==> config.mk <==
export PLATFORM = sky130hd
export DESIGN_NAME = i2c_ack_stop_seq
export DESIGN_NICKNAME = d
export VERILOG_FILES = /design/src/rtl/i2c_as_pkg.sv /design/src/rtl/i2c_as_sync.sv /design/src/rtl/i2c_as_brg.sv /design/src/rtl/i2c_as_fsm.sv /design/src/rtl/i2c_ack_stop_seq.sv
export SDC_FILE = /design/constraint.sdc
export NUM_CORES = 1
export LEC_CHECK = 0
export CELL_PAD_IN_SITES_DETAIL_PLACEMENT = 0
export CELL_PAD_IN_SITES_GLOBAL_PLACEMENT = 2
export CORE_MARGIN = 1
export CORE_UTILIZATION = 39
export DETAILED_ROUTE_END_ITERATION = 12
export DONT_BUFFER_PORTS = 1
export PLACE_DENSITY_LB_ADDON = 0.1
export SKIP_CTS_REPAIR_TIMING = 1
export SYNTH_ARGS = -nofsm -noshare
export SYNTH_HDL_FRONTEND = slang
export SYNTH_SLANG_ARGS = --single-unit
==> constraint.sdc <==
create_clock -name clk -period 2.8 [get_ports clk]
set_clock_uncertainty 0.05 [all_clocks]
set_input_delay 0.56 -clock clk [delete_from_list [all_inputs] [get_ports clk]]
set_output_delay 0.56 -clock clk [all_outputs]
set_load 0.005 [all_outputs]
==> src/rtl/i2c_as_pkg.sv <==
package i2c_as_pkg;

   typedef enum logic [3:0] {
      SQ_IDLE,
      SQ_ACK_LOW,
      SQ_ACK_REL,
      SQ_ACK_HIGH,
      SQ_STP_SDA,
      SQ_STP_SETUP,
      SQ_STP_HOLD,
      SQ_STP_CONF,
      SQ_STP_TAIL
   } seq_state_e;

endpackage

==> src/rtl/i2c_as_sync.sv <==
module i2c_as_sync #(
   parameter int STAGES    = 2,
   parameter bit RESET_VAL = 1'b1
) (
   input  logic clk,
   input  logic rst_n,
   input  logic d,
   output logic q
);

   generate
      if (STAGES < 1) begin : g_bad_stages
         $error("i2c_as_sync: STAGES must be at least 1");
      end
   endgenerate

   logic [STAGES-1:0] chain;

   generate
      if (STAGES == 1) begin : g_single
         always_ff @(posedge clk or negedge rst_n) begin
            if (!rst_n) chain <= RESET_VAL;
            else        chain <= d;
         end
      end else begin : g_multi
         always_ff @(posedge clk or negedge rst_n) begin
            if (!rst_n) chain <= {STAGES{RESET_VAL}};
            else        chain <= {chain[STAGES-2:0], d};
         end
      end
   endgenerate

   assign q = chain[STAGES-1];

endmodule

==> src/rtl/i2c_as_brg.sv <==
module i2c_as_brg #(
   parameter int BRG_W = 8
) (
   input  logic             clk,
   input  logic             rst_n,
   input  logic             load,
   input  logic             halt,
   input  logic [BRG_W-1:0] reload,
   output logic             tick
);

   generate
      if (BRG_W < 1) begin : g_bad_width
         $error("i2c_as_brg: BRG_W must be at least 1");
      end
   endgenerate

   localparam logic [BRG_W-1:0] CNT_ZERO = '0;
   localparam logic [BRG_W-1:0] CNT_ONE  = {{(BRG_W-1){1'b0}}, 1'b1};

   logic [BRG_W-1:0] cnt_q;
   logic             run_q;

   always_ff @(posedge clk or negedge rst_n) begin
      if (!rst_n) begin
         cnt_q <= CNT_ZERO;
         run_q <= 1'b0;
      end else if (load) begin
         cnt_q <= reload;
         run_q <= 1'b1;
      end else if (halt) begin
         run_q <= 1'b0;
      end else if (run_q && cnt_q != CNT_ZERO) begin
         cnt_q <= cnt_q - CNT_ONE;
      end
   end

   assign tick = run_q && (cnt_q == CNT_ZERO);

   // Period arithmetic behind R2: a load restarts the count at the reload value
   assert_brg_reload_R2: assert property (@(posedge clk) disable iff (!rst_n)
      load |=> (run_q && cnt_q == $past(reload)));

   // once running, the count never rises without a load
   assert_brg_down_R2: assert property (@(posedge clk) disable iff (!rst_n)
      (run_q && !load && !halt && cnt_q != CNT_ZERO) |=> (cnt_q < $past(cnt_q)));

endmodule

==> src/rtl/i2c_as_fsm.sv <==
module i2c_as_fsm
   import i2c_as_pkg::*;
(
   input  logic clk,
   input  logic rst_n,
   input  logic start_ack,
   input  logic start_stop,
   input  logic ack_value,
   input  logic scl_s,
   input  logic sda_s,
   input  logic tick,
   output logic cnt_load,
   output logic cnt_halt,
   output logic scl_oe,
   output logic sda_oe,
   output logic ack_busy,
   output logic stop_busy,
   output logic seq_done,
   output logic stop_det,
   output logic seq_start
);

   seq_state_e state_q, state_d;
   logic       scl_oe_q, scl_oe_d;
   logic       sda_oe_q, sda_oe_d;

   always_comb begin
      state_d   = state_q;
      scl_oe_d  = scl_oe_q;
      sda_oe_d  = sda_oe_q;
      cnt_load  = 1'b0;
      cnt_halt  = 1'b0;
      seq_done  = 1'b0;
      stop_det  = 1'b0;
      seq_start = 1'b0;
      case (state_q)
         SQ_IDLE: begin
            if (start_ack) begin
               state_d   = SQ_ACK_LOW;
               scl_oe_d  = 1'b1;
               sda_oe_d  = ~ack_value;
               cnt_load  = 1'b1;
               seq_start = 1'b1;
            end else if (start_stop) begin
               state_d   = SQ_STP_SDA;
               scl_oe_d  = 1'b1;
               sda_oe_d  = 1'b1;
               seq_start = 1'b1;
            end
         end
         SQ_ACK_LOW: begin
            if (tick) begin
               state_d  = SQ_ACK_REL;
               scl_oe_d = 1'b0;
               cnt_halt = 1'b1;
            end
         end
         SQ_ACK_REL: begin
            if (scl_s) begin
               state_d  = SQ_ACK_HIGH;
               cnt_load = 1'b1;
            end
         end
         SQ_ACK_HIGH: begin
            if (tick) begin
               state_d  = SQ_IDLE;
               scl_oe_d = 1'b1;
               cnt_halt = 1'b1;
               seq_done = 1'b1;
            end
         end
         SQ_STP_SDA: begin
            if (!sda_s) begin
               state_d  = SQ_STP_SETUP;
               cnt_load = 1'b1;
            end
         end
         SQ_STP_SETUP: begin
            if (tick) begin
               state_d  = SQ_STP_HOLD;
               scl_oe_d = 1'b0;
               cnt_load = 1'b1;
            end
         end
         SQ_STP_HOLD: begin
            if (tick) begin
               state_d  = SQ_STP_CONF;
               sda_oe_d = 1'b0;
               cnt_halt = 1'b1;
            end
         end
         SQ_STP_CONF: begin
            if (scl_s && sda_s) begin
               state_d  = SQ_STP_TAIL;
               stop_det = 1'b1;
               cnt_load = 1'b1;
            end
         end
         SQ_STP_TAIL: begin
            if (tick) begin
               state_d  = SQ_IDLE;
               cnt_halt = 1'b1;
               seq_done = 1'b1;
            end
         end
         default: begin
            state_d  = SQ_IDLE;
            cnt_halt = 1'b1;
         end
      endcase
   end

   always_ff @(posedge clk or negedge rst_n) begin
      if (!rst_n) begin
         state_q  <= SQ_IDLE;
         scl_oe_q <= 1'b0;
         sda_oe_q <= 1'b0;
      end else begin
         state_q  <= state_d;
         scl_oe_q <= scl_oe_d;
         sda_oe_q <= sda_oe_d;
      end
   end

   assign scl_oe    = scl_oe_q;
   assign sda_oe    = sda_oe_q;
   assign ack_busy  = (state_q == SQ_ACK_LOW) || (state_q == SQ_ACK_REL) ||
                      (state_q == SQ_ACK_HIGH);
   assign stop_busy = (state_q == SQ_STP_SDA)  || (state_q == SQ_STP_SETUP) ||
                      (state_q == SQ_STP_HOLD) || (state_q == SQ_STP_CONF)  ||
                      (state_q == SQ_STP_TAIL);

   assert_ack_levels_R2: assert property (@(posedge clk) disable iff (!rst_n)
      $rose(ack_busy) |-> (scl_oe && (sda_oe != $past(ack_value))));

   assert_ack_waits_high_R3: assert property (@(posedge clk) disable iff (!rst_n)
      (ack_busy && !scl_oe && !scl_s) |=> !scl_oe);

   assert_stop_ignored_R11: assert property (@(posedge clk) disable iff (!rst_n)
      (ack_busy && start_stop) |=> !stop_busy);

endmodule

==> src/rtl/i2c_ack_stop_seq.sv <==
module i2c_ack_stop_seq #(
   parameter int BRG_W       = 8,
   parameter int DATA_W      = 8,
   parameter int SYNC_STAGES = 2
) (
   input  logic              clk,
   input  logic              rst_n,
   input  logic [BRG_W-1:0]  brg_reload,
   input  logic              ack_en_set,
   input  logic              ack_value,
   input  logic              stop_en_set,
   input  logic              txbuf_wr,
   input  logic [DATA_W-1:0] txbuf_wdata,
   input  logic              irq_clr,
   input  logic              wcol_clr,
   input  logic              scl_in,
   input  logic              sda_in,
   output logic              scl_oe,
   output logic              sda_oe,
   output logic              ack_busy,
   output logic              stop_busy,
   output logic              irq_flag,
   output logic              stop_seen,
   output logic              wcol_flag,
   output logic [DATA_W-1:0] txbuf_q
);

   localparam int N_LINES = 2;

   generate
      if (DATA_W < 1) begin : g_bad_data
         $error("i2c_ack_stop_seq: DATA_W must be at least 1");
      end
      if (SYNC_STAGES < 1) begin : g_bad_sync
         $error("i2c_ack_stop_seq: SYNC_STAGES must be at least 1");
      end
   endgenerate

   logic [N_LINES-1:0] line_raw, line_s;
   logic scl_s, sda_s;
   logic tick, cnt_load, cnt_halt;
   logic seq_done, stop_det, seq_start, seq_busy;

   assign line_raw = {sda_in, scl_in};

   generate
      for (genvar g = 0; g < N_LINES; g++) begin : g_line_sync
         i2c_as_sync #(.STAGES(SYNC_STAGES), .RESET_VAL(1'b1)) u_sync (
            .clk   (clk),
            .rst_n (rst_n),
            .d     (line_raw[g]),
            .q     (line_s[g])
         );
      end
   endgenerate

   assign scl_s = line_s[0];
   assign sda_s = line_s[1];

   i2c_as_brg #(.BRG_W(BRG_W)) u_brg (
      .clk    (clk),
      .rst_n  (rst_n),
      .load   (cnt_load),
      .halt   (cnt_halt),
      .reload (brg_reload),
      .tick   (tick)
   );

   i2c_as_fsm u_fsm (
      .clk        (clk),
      .rst_n      (rst_n),
      .start_ack  (ack_en_set),
      .start_stop (stop_en_set),
      .ack_value  (ack_value),
      .scl_s      (scl_s),
      .sda_s      (sda_s),
      .tick       (tick),
      .cnt_load   (cnt_load),
      .cnt_halt   (cnt_halt),
      .scl_oe     (scl_oe),
      .sda_oe     (sda_oe),
      .ack_busy   (ack_busy),
      .stop_busy  (stop_busy),
      .seq_done   (seq_done),
      .stop_det   (stop_det),
      .seq_start  (seq_start)
   );

   assign seq_busy = ack_busy || stop_busy;

   always_ff @(posedge clk or negedge rst_n) begin
      if (!rst_n) begin
         irq_flag  <= 1'b0;
         wcol_flag <= 1'b0;
         stop_seen <= 1'b0;
         txbuf_q   <= '0;
      end else begin
         if (seq_done)             irq_flag <= 1'b1;
         else if (irq_clr)         irq_flag <= 1'b0;

         if (txbuf_wr && seq_busy) wcol_flag <= 1'b1;
         else if (wcol_clr)        wcol_flag <= 1'b0;

         if (txbuf_wr && !seq_busy) txbuf_q <= txbuf_wdata;

         if (stop_det)             stop_seen <= 1'b1;
         else if (seq_start)       stop_seen <= 1'b0;
      end
   end

   assert_irq_sticky_R9: assert property (@(posedge clk) disable iff (!rst_n)
      (irq_flag && !irq_clr) |=> irq_flag);

   assert_wcol_keep_R10: assert property (@(posedge clk) disable iff (!rst_n)
      (txbuf_wr && seq_busy) |=> (wcol_flag && $stable(txbuf_q)));

   assert_stop_bus_high_R7: assert property (@(posedge clk) disable iff (!rst_n)
      $rose(stop_seen) |-> $past(scl_s && sda_s));

   assert_stop_scl_order_R6: assert property (@(posedge clk) disable iff (!rst_n)
      (stop_busy && $fell(sda_oe)) |-> !scl_oe);

endmodule

# ---- Word level (Yosys, flattened, before mapping)
# Cells that the tools add are included.
dict set report classes {
  addsub 1
  mul 0
  div_mod_pow 0
  order_cmp 0
  n_eq_ne 19
  shift 0
  mux 40
  n_bitwise 1
  reduce_logical 31
}
# op n
set op_table {}
lappend op_table {{$mux 4} 9}
lappend op_table {{$pmux 4 s8} 1}
lappend op_table {{$mux 8} 3}
lappend op_table {{$mux 1} 23}
lappend op_table {{$eq 4x3->1 const B} 4}
lappend op_table {{$ne 2x2->1 const B} 7}
lappend op_table {{$reduce_bool 2->1} 6}
lappend op_table {{$eq 4x2->1 const B} 2}
lappend op_table {{$logic_not 8->1} 1}
lappend op_table {{$reduce_and 8->1} 1}
lappend op_table {{$reduce_bool 8->1} 1}
lappend op_table {{$sub 8x1->8 const B} 1}
lappend op_table {{$logic_or 1x1->1} 7}
lappend op_table {{$ne 2x1->1 const B} 3}
lappend op_table {{$logic_and 1x1->1} 5}
lappend op_table {{$pmux 1 s5} 1}
lappend op_table {{$reduce_or 5->1} 1}
lappend op_table {{$eq 4x1->1 const B} 1}
lappend op_table {{$eq 4x4->1 const B} 1}
lappend op_table {{$logic_not 4->1} 1}
lappend op_table {{$pmux 1 s2} 2}
lappend op_table {{$reduce_and 4->1} 1}
lappend op_table {{$reduce_or 2->1} 2}
lappend op_table {{$reduce_or 4->1} 1}
lappend op_table {{other kinds (7)} 7}
dict set report word_totals {
  register_bits 30
  latch_bits 0
  mem_bits_rw 0
  rom_bits 0
  inputBits 26
  output_inout_bits 15
  word_cells 103
  n_memories 0
}

# ---- Logic depth before layout (Yosys ltp)
dict set report logic_depth {
  ltp_word 8
  depth_mapped 7
  ltp_nobuf 7
}

# ---- Hierarchy
# Synthesis repeated with hierarchy kept, for this count alone.
dict set report unflattened {
  hier_cells 167
  area_unflattened_um2 1686.6
}
# module instances cells_each area_per_inst_um2 seq_area_each_um2
set by_module_without_submodules {}
lappend by_module_without_submodules {i2c_as_brg 1 64 593.1 225.2}
lappend by_module_without_submodules {i2c_as_fsm 1 72 568.0 150.1}
lappend by_module_without_submodules {i2c_ack_stop_seq 1 27 420.4 275.3}
lappend by_module_without_submodules {i2c_as_sync 2 2 52.6 52.6}

# ---- Worst setup path before layout
# OpenSTA, ideal clock, no wires.
dict set report synth_timing {
  path_kind {flip-flop to flip-flop}
  from {reg u_brg.cnt_q[0]}
  to {reg u_brg.cnt_q[0]}
  setup_time_ns 0.125
  arrival_ns 1.981
  t_required_ns 2.625
  setup_slack_ns 0.645
  path_stages_with_launch 8
  n_path_buf 0
  synth_period_minus_slack_ns 2.155
  cell_sequence {dfrtp_1 inv_1 ha_1 nor3b_1 and3_4 a211oi_4 nor2_8 mux2_2}
}
dict set report synth_between {
  elab_chain_cells 6
  elab_cells_between_ends 14
  cone_classes {1 x add/sub; 1 x eq/ne; 6 x mux; 6 x reduce/logical}
}
# element line
set synth_rtl {}
lappend synth_rtl {{start, declared} i2c_as_brg.sv:21} ;# logic [BRG_W-1:0] cnt_q;
lappend synth_rtl {{start signal, assigned} i2c_as_brg.sv:29} ;# cnt_q <= reload;
lappend synth_rtl {{start signal, assigned} i2c_as_brg.sv:34} ;# cnt_q <= cnt_q - CNT_ONE;
lappend synth_rtl {{branches (longest 6 deep; another with $sub 8x1->8)} n/a}
# Parallel ways; which one is timed is not known. The select of a mux whose other input is x is not followed.
# A chain may end at the register's enable or synchronous reset.

# ---- Final worst setup path
dict set report layout_timing {
  from {reg u_brg.cnt_q[0]}
  to {reg u_brg.cnt_q[3]}
}
# The elaborated chain is that of the path after synthesis.

==> flow_metrics.env <==
export IMPL_syn_inst=152
export IMPL_place_congestion=0.732
export IMPL_tns_ns=0
export IMPL_powerDensity_nw_per_um2=1020
export IMPL_placed_area_um2=1700
export IMPL_max_stage_delay_ns=0.46
export IMPL_grt_max_degree=31
export IMPL_hp_class="input port to async pin"
export IMPL_fin_crit_sh=0.787
export IMPL_crit_fanout=8
export IMPL_final_common_cell="dfrtp_1"
export IMPL_worstSkewPairLatency_ns=0.28
export IMPL_die_y_um=67.2
export IMPL_crit_family="flip-flops"
export IMPL_syn_cell_area_um2=1660
export IMPL_fin_crit_ns=2.20
export IMPL_p_leak_nw=0.731
export IMPL_path_class="flop to flop"
export IMPL_hold_viol=0
export IMPL_peakVddDrop_mv=0.405
export IMPL_yosysWarnings=0
export IMPL_clock_path_buffers=2
export IMPL_cts_max_level=2
export IMPL_cts_tree="built"
export IMPL_yosysTopAreaCell="dfrtp_1"
export IMPL_finalSetupViolCount=0
export IMPL_clk_pin_slew_ns=0.07
export IMPL_avgSynthCellArea_um2=10.9
export IMPL_cp_start_kind="flop"
export IMPL_drive_above_1_share=0.269
export IMPL_regToRegSetupSlack_ns=0.60
export IMPL_cp_arrival_ns=2.32
export IMPL_root_buffer="clkbuf_8"
export IMPL_cap_violations=0
export IMPL_synth_area_top_cells="dfrtp_1 (39%), mux2_2 (8.8%), dfstp_2 (6.3%)"
export IMPL_die_x_um=67.2
export IMPL_critPathBufInv=2
export IMPL_clock_fmax_ghz=0.454
export IMPL_worstPathRequired_ns=2.92
export IMPL_fin_nets=183
export IMPL_ys_seq_area_frac=0.455
export IMPL_cp_end_kind="flop"
export IMPL_fillers=393
export IMPL_start_util=0.409
export IMPL_post_place_cells=197
export IMPL_overflow=0
export IMPL_vias=1116
export IMPL_num_rows=23
export IMPL_status="complete, no violations"
export IMPL_postLayoutCoreUtil=0.448
export IMPL_multi_input_area_um2=838
export IMPL_grt_pass1_vias=1173
export IMPL_synth_seq_cells=30
export IMPL_num_antenna_cells=0
export IMPL_syn_nets=180
export IMPL_path_cells="inv_1 > ha_1 > nor3b_1 > buf_4 > and3_4 > a211oi_4 > nor2_8 > mux2_1"
export IMPL_seqCellArea_um2=756
export IMPL_clock_sinks=30
export IMPL_track_usage=0.170
export IMPL_syn2layout_area_growth_pct=9.42
export IMPL_drc=0
export IMPL_rsz0062_at_grt="no"
export IMPL_crit_slowest_cell="dfrtp_1"
export IMPL_coreArea_um2=4060
export IMPL_cts_buffers=5
export IMPL_grt_pass1_wl_um=5540
export IMPL_holdWs_ns=0.0319
export IMPL_vias_per_cell=5.42
export IMPL_routed_wl_um=3380
export IMPL_max_slew_margin=0.600
export IMPL_layout_common_cells="dfrtp_1 (26), mux2_2 (13), a21oi_1 (11)"
export IMPL_worstMarginPinSlew_ns=0.600
export IMPL_synth_distinct_cells=45
export IMPL_io_buffers=0
export IMPL_stdcell_count=206
export IMPL_design_area_um2=1820
export IMPL_wl_per_cell_um=16.4
export IMPL_synth_top_area_share=0.392
export IMPL_drt_initial_drc_count=37
export IMPL_antenna_found_initial=0
export IMPL_die_area_um2=4520
export IMPL_io_pins=41
export IMPL_first_pass_iters=4
export IMPL_antenna_left=0
export IMPL_drv_slew=0
export IMPL_hpwl_um=2330
final cells by class:
| type | instances | area share |
|---|---|---|
| repair buffers | 3 | 0.0193 |
| well taps | 50 | 0.0344 |
| flip-flops and latches | 30 | 0.416 |
| clock inverters | 2 | 0.00689 |
| inverters | 8 | 0.0165 |
| multi-input cells | 107 | 0.461 |
| clock buffers | 6 | 0.0455 |
where the power goes:
part / internal, mW / switching, mW / leakage (nW) / total, mW
combinational: 0.359 / 0.305 / 0.336 / 0.664
clock: 0.197 / 0.164 / 0.0472 / 0.362
sequential: 0.601 / 0.230 / 0.348 / 0.831
total: 1.16 / 0.699 / 0.731 / 1.86
routing by layer:
| layer | part of all wire | wire [um] | GRT usage |
|---|---|---|---|
| met5 | 0 | 0 | 0 |
| met4 | 0.017 | 56 | 0.0718 |
| met3 | 0.050 | 168 | 0.0507 |
| met2 | 0.47 | 1590 | 0.259 |
| met1 | 0.46 | 1560 | 0.224 |
worst reg2reg max path, cell delays in order (launching register included):
cell	delay, ns
dfrtp_1	0.46
inv_1	0.11
ha_1	0.22
nor3b_1	0.14
buf_4	0.15
and3_4	0.19
a211oi_4	0.33
nor2_8	0.09
mux2_1	0.34
sequential cells by signal, summed over array words and instances, names as in the netlist:
| name | flops |
|---|---|
| g_line_sync.u_sync.chain | 4 |
| irq_flag | 1 |
| stop_seen | 1 |
| txbuf_q | 8 |
| u_brg.cnt_q | 8 |
| u_brg.run_q | 1 |
| u_fsm.scl_oe | 1 |
| u_fsm.sda_oe | 1 |
| u_fsm.state_q | 4 |
| wcol_flag | 1 |
per-stage QoR:
step	setup WS [ns]	total power, mW
floorplan	0.645	1.36
global placement	0.669	1.48
detailed placement	0.610	1.50
CTS	0.595	1.87
global route	0.451	2.01
finish	0.596	1.86
path summary, 6_finish.rpt:
kind                                                          start                                        to  cells past startpoint
max                                      u_brg.cnt_q[0]$_DFFE_PN0P_                u_brg.cnt_q[3]$_DFFE_PN0P_                      8
min                                                           rst_n                u_brg.cnt_q[0]$_DFFE_PN0P_                      1
max reg2reg                              u_brg.cnt_q[0]$_DFFE_PN0P_                u_brg.cnt_q[3]$_DFFE_PN0P_                      8
min reg2reg                g_line_sync[1].u_sync.chain[0]$_DFF_PN1_  g_line_sync[1].u_sync.chain[1]$_DFF_PN1_                      0
max in group asynchronous                                     rst_n                    txbuf_q[4]$_DFFE_PN0P_                      1
min in group clk                                             scl_in  g_line_sync[0].u_sync.chain[0]$_DFF_PN1_                      0
kinds of logic (layout without fill, tap and decap cells):
logic type | Yosys count | in the layout | synth area share
AND/OR/NAND/NOR | 48 | 48 | 0.190
AO/OA/AOI/OAI | 33 | 33 | 0.147
flip-flops | 30 | 30 | 0.455
multiplexers | 18 | 18 | 0.121
buffers and inverters | 15 | 19 | 0.0399
XOR/XNOR | 6 | 6 | 0.0317
adder cells (fa/ha/maj) | 2 | 2 | 0.0151
synthesized netlist by cell type (all sizes together):
cell and number:
nor2 10, nand3b 2, mux2 17, buf 4, inv 8, or3 1
or3b 2, xnor2 4, a22o 1, clkbuf 3, a21o 2, a211oi 3
o32ai 2, a21boi 1, dfstp 4, a2111oi 1, ha 2, a211o 1
o21ai 7, nor4 3, dfrtp 26, nand2b 4, nand4 1, nor3b 1
or2 1, nand3 7, a21oi 11, nor3 6, xor2 2, o31a 2
o22ai 1, mux2i 1, nand2 8, and3 1, o21a 1, and2 1
Note: power is estimated with default switching activity, not from simulation.
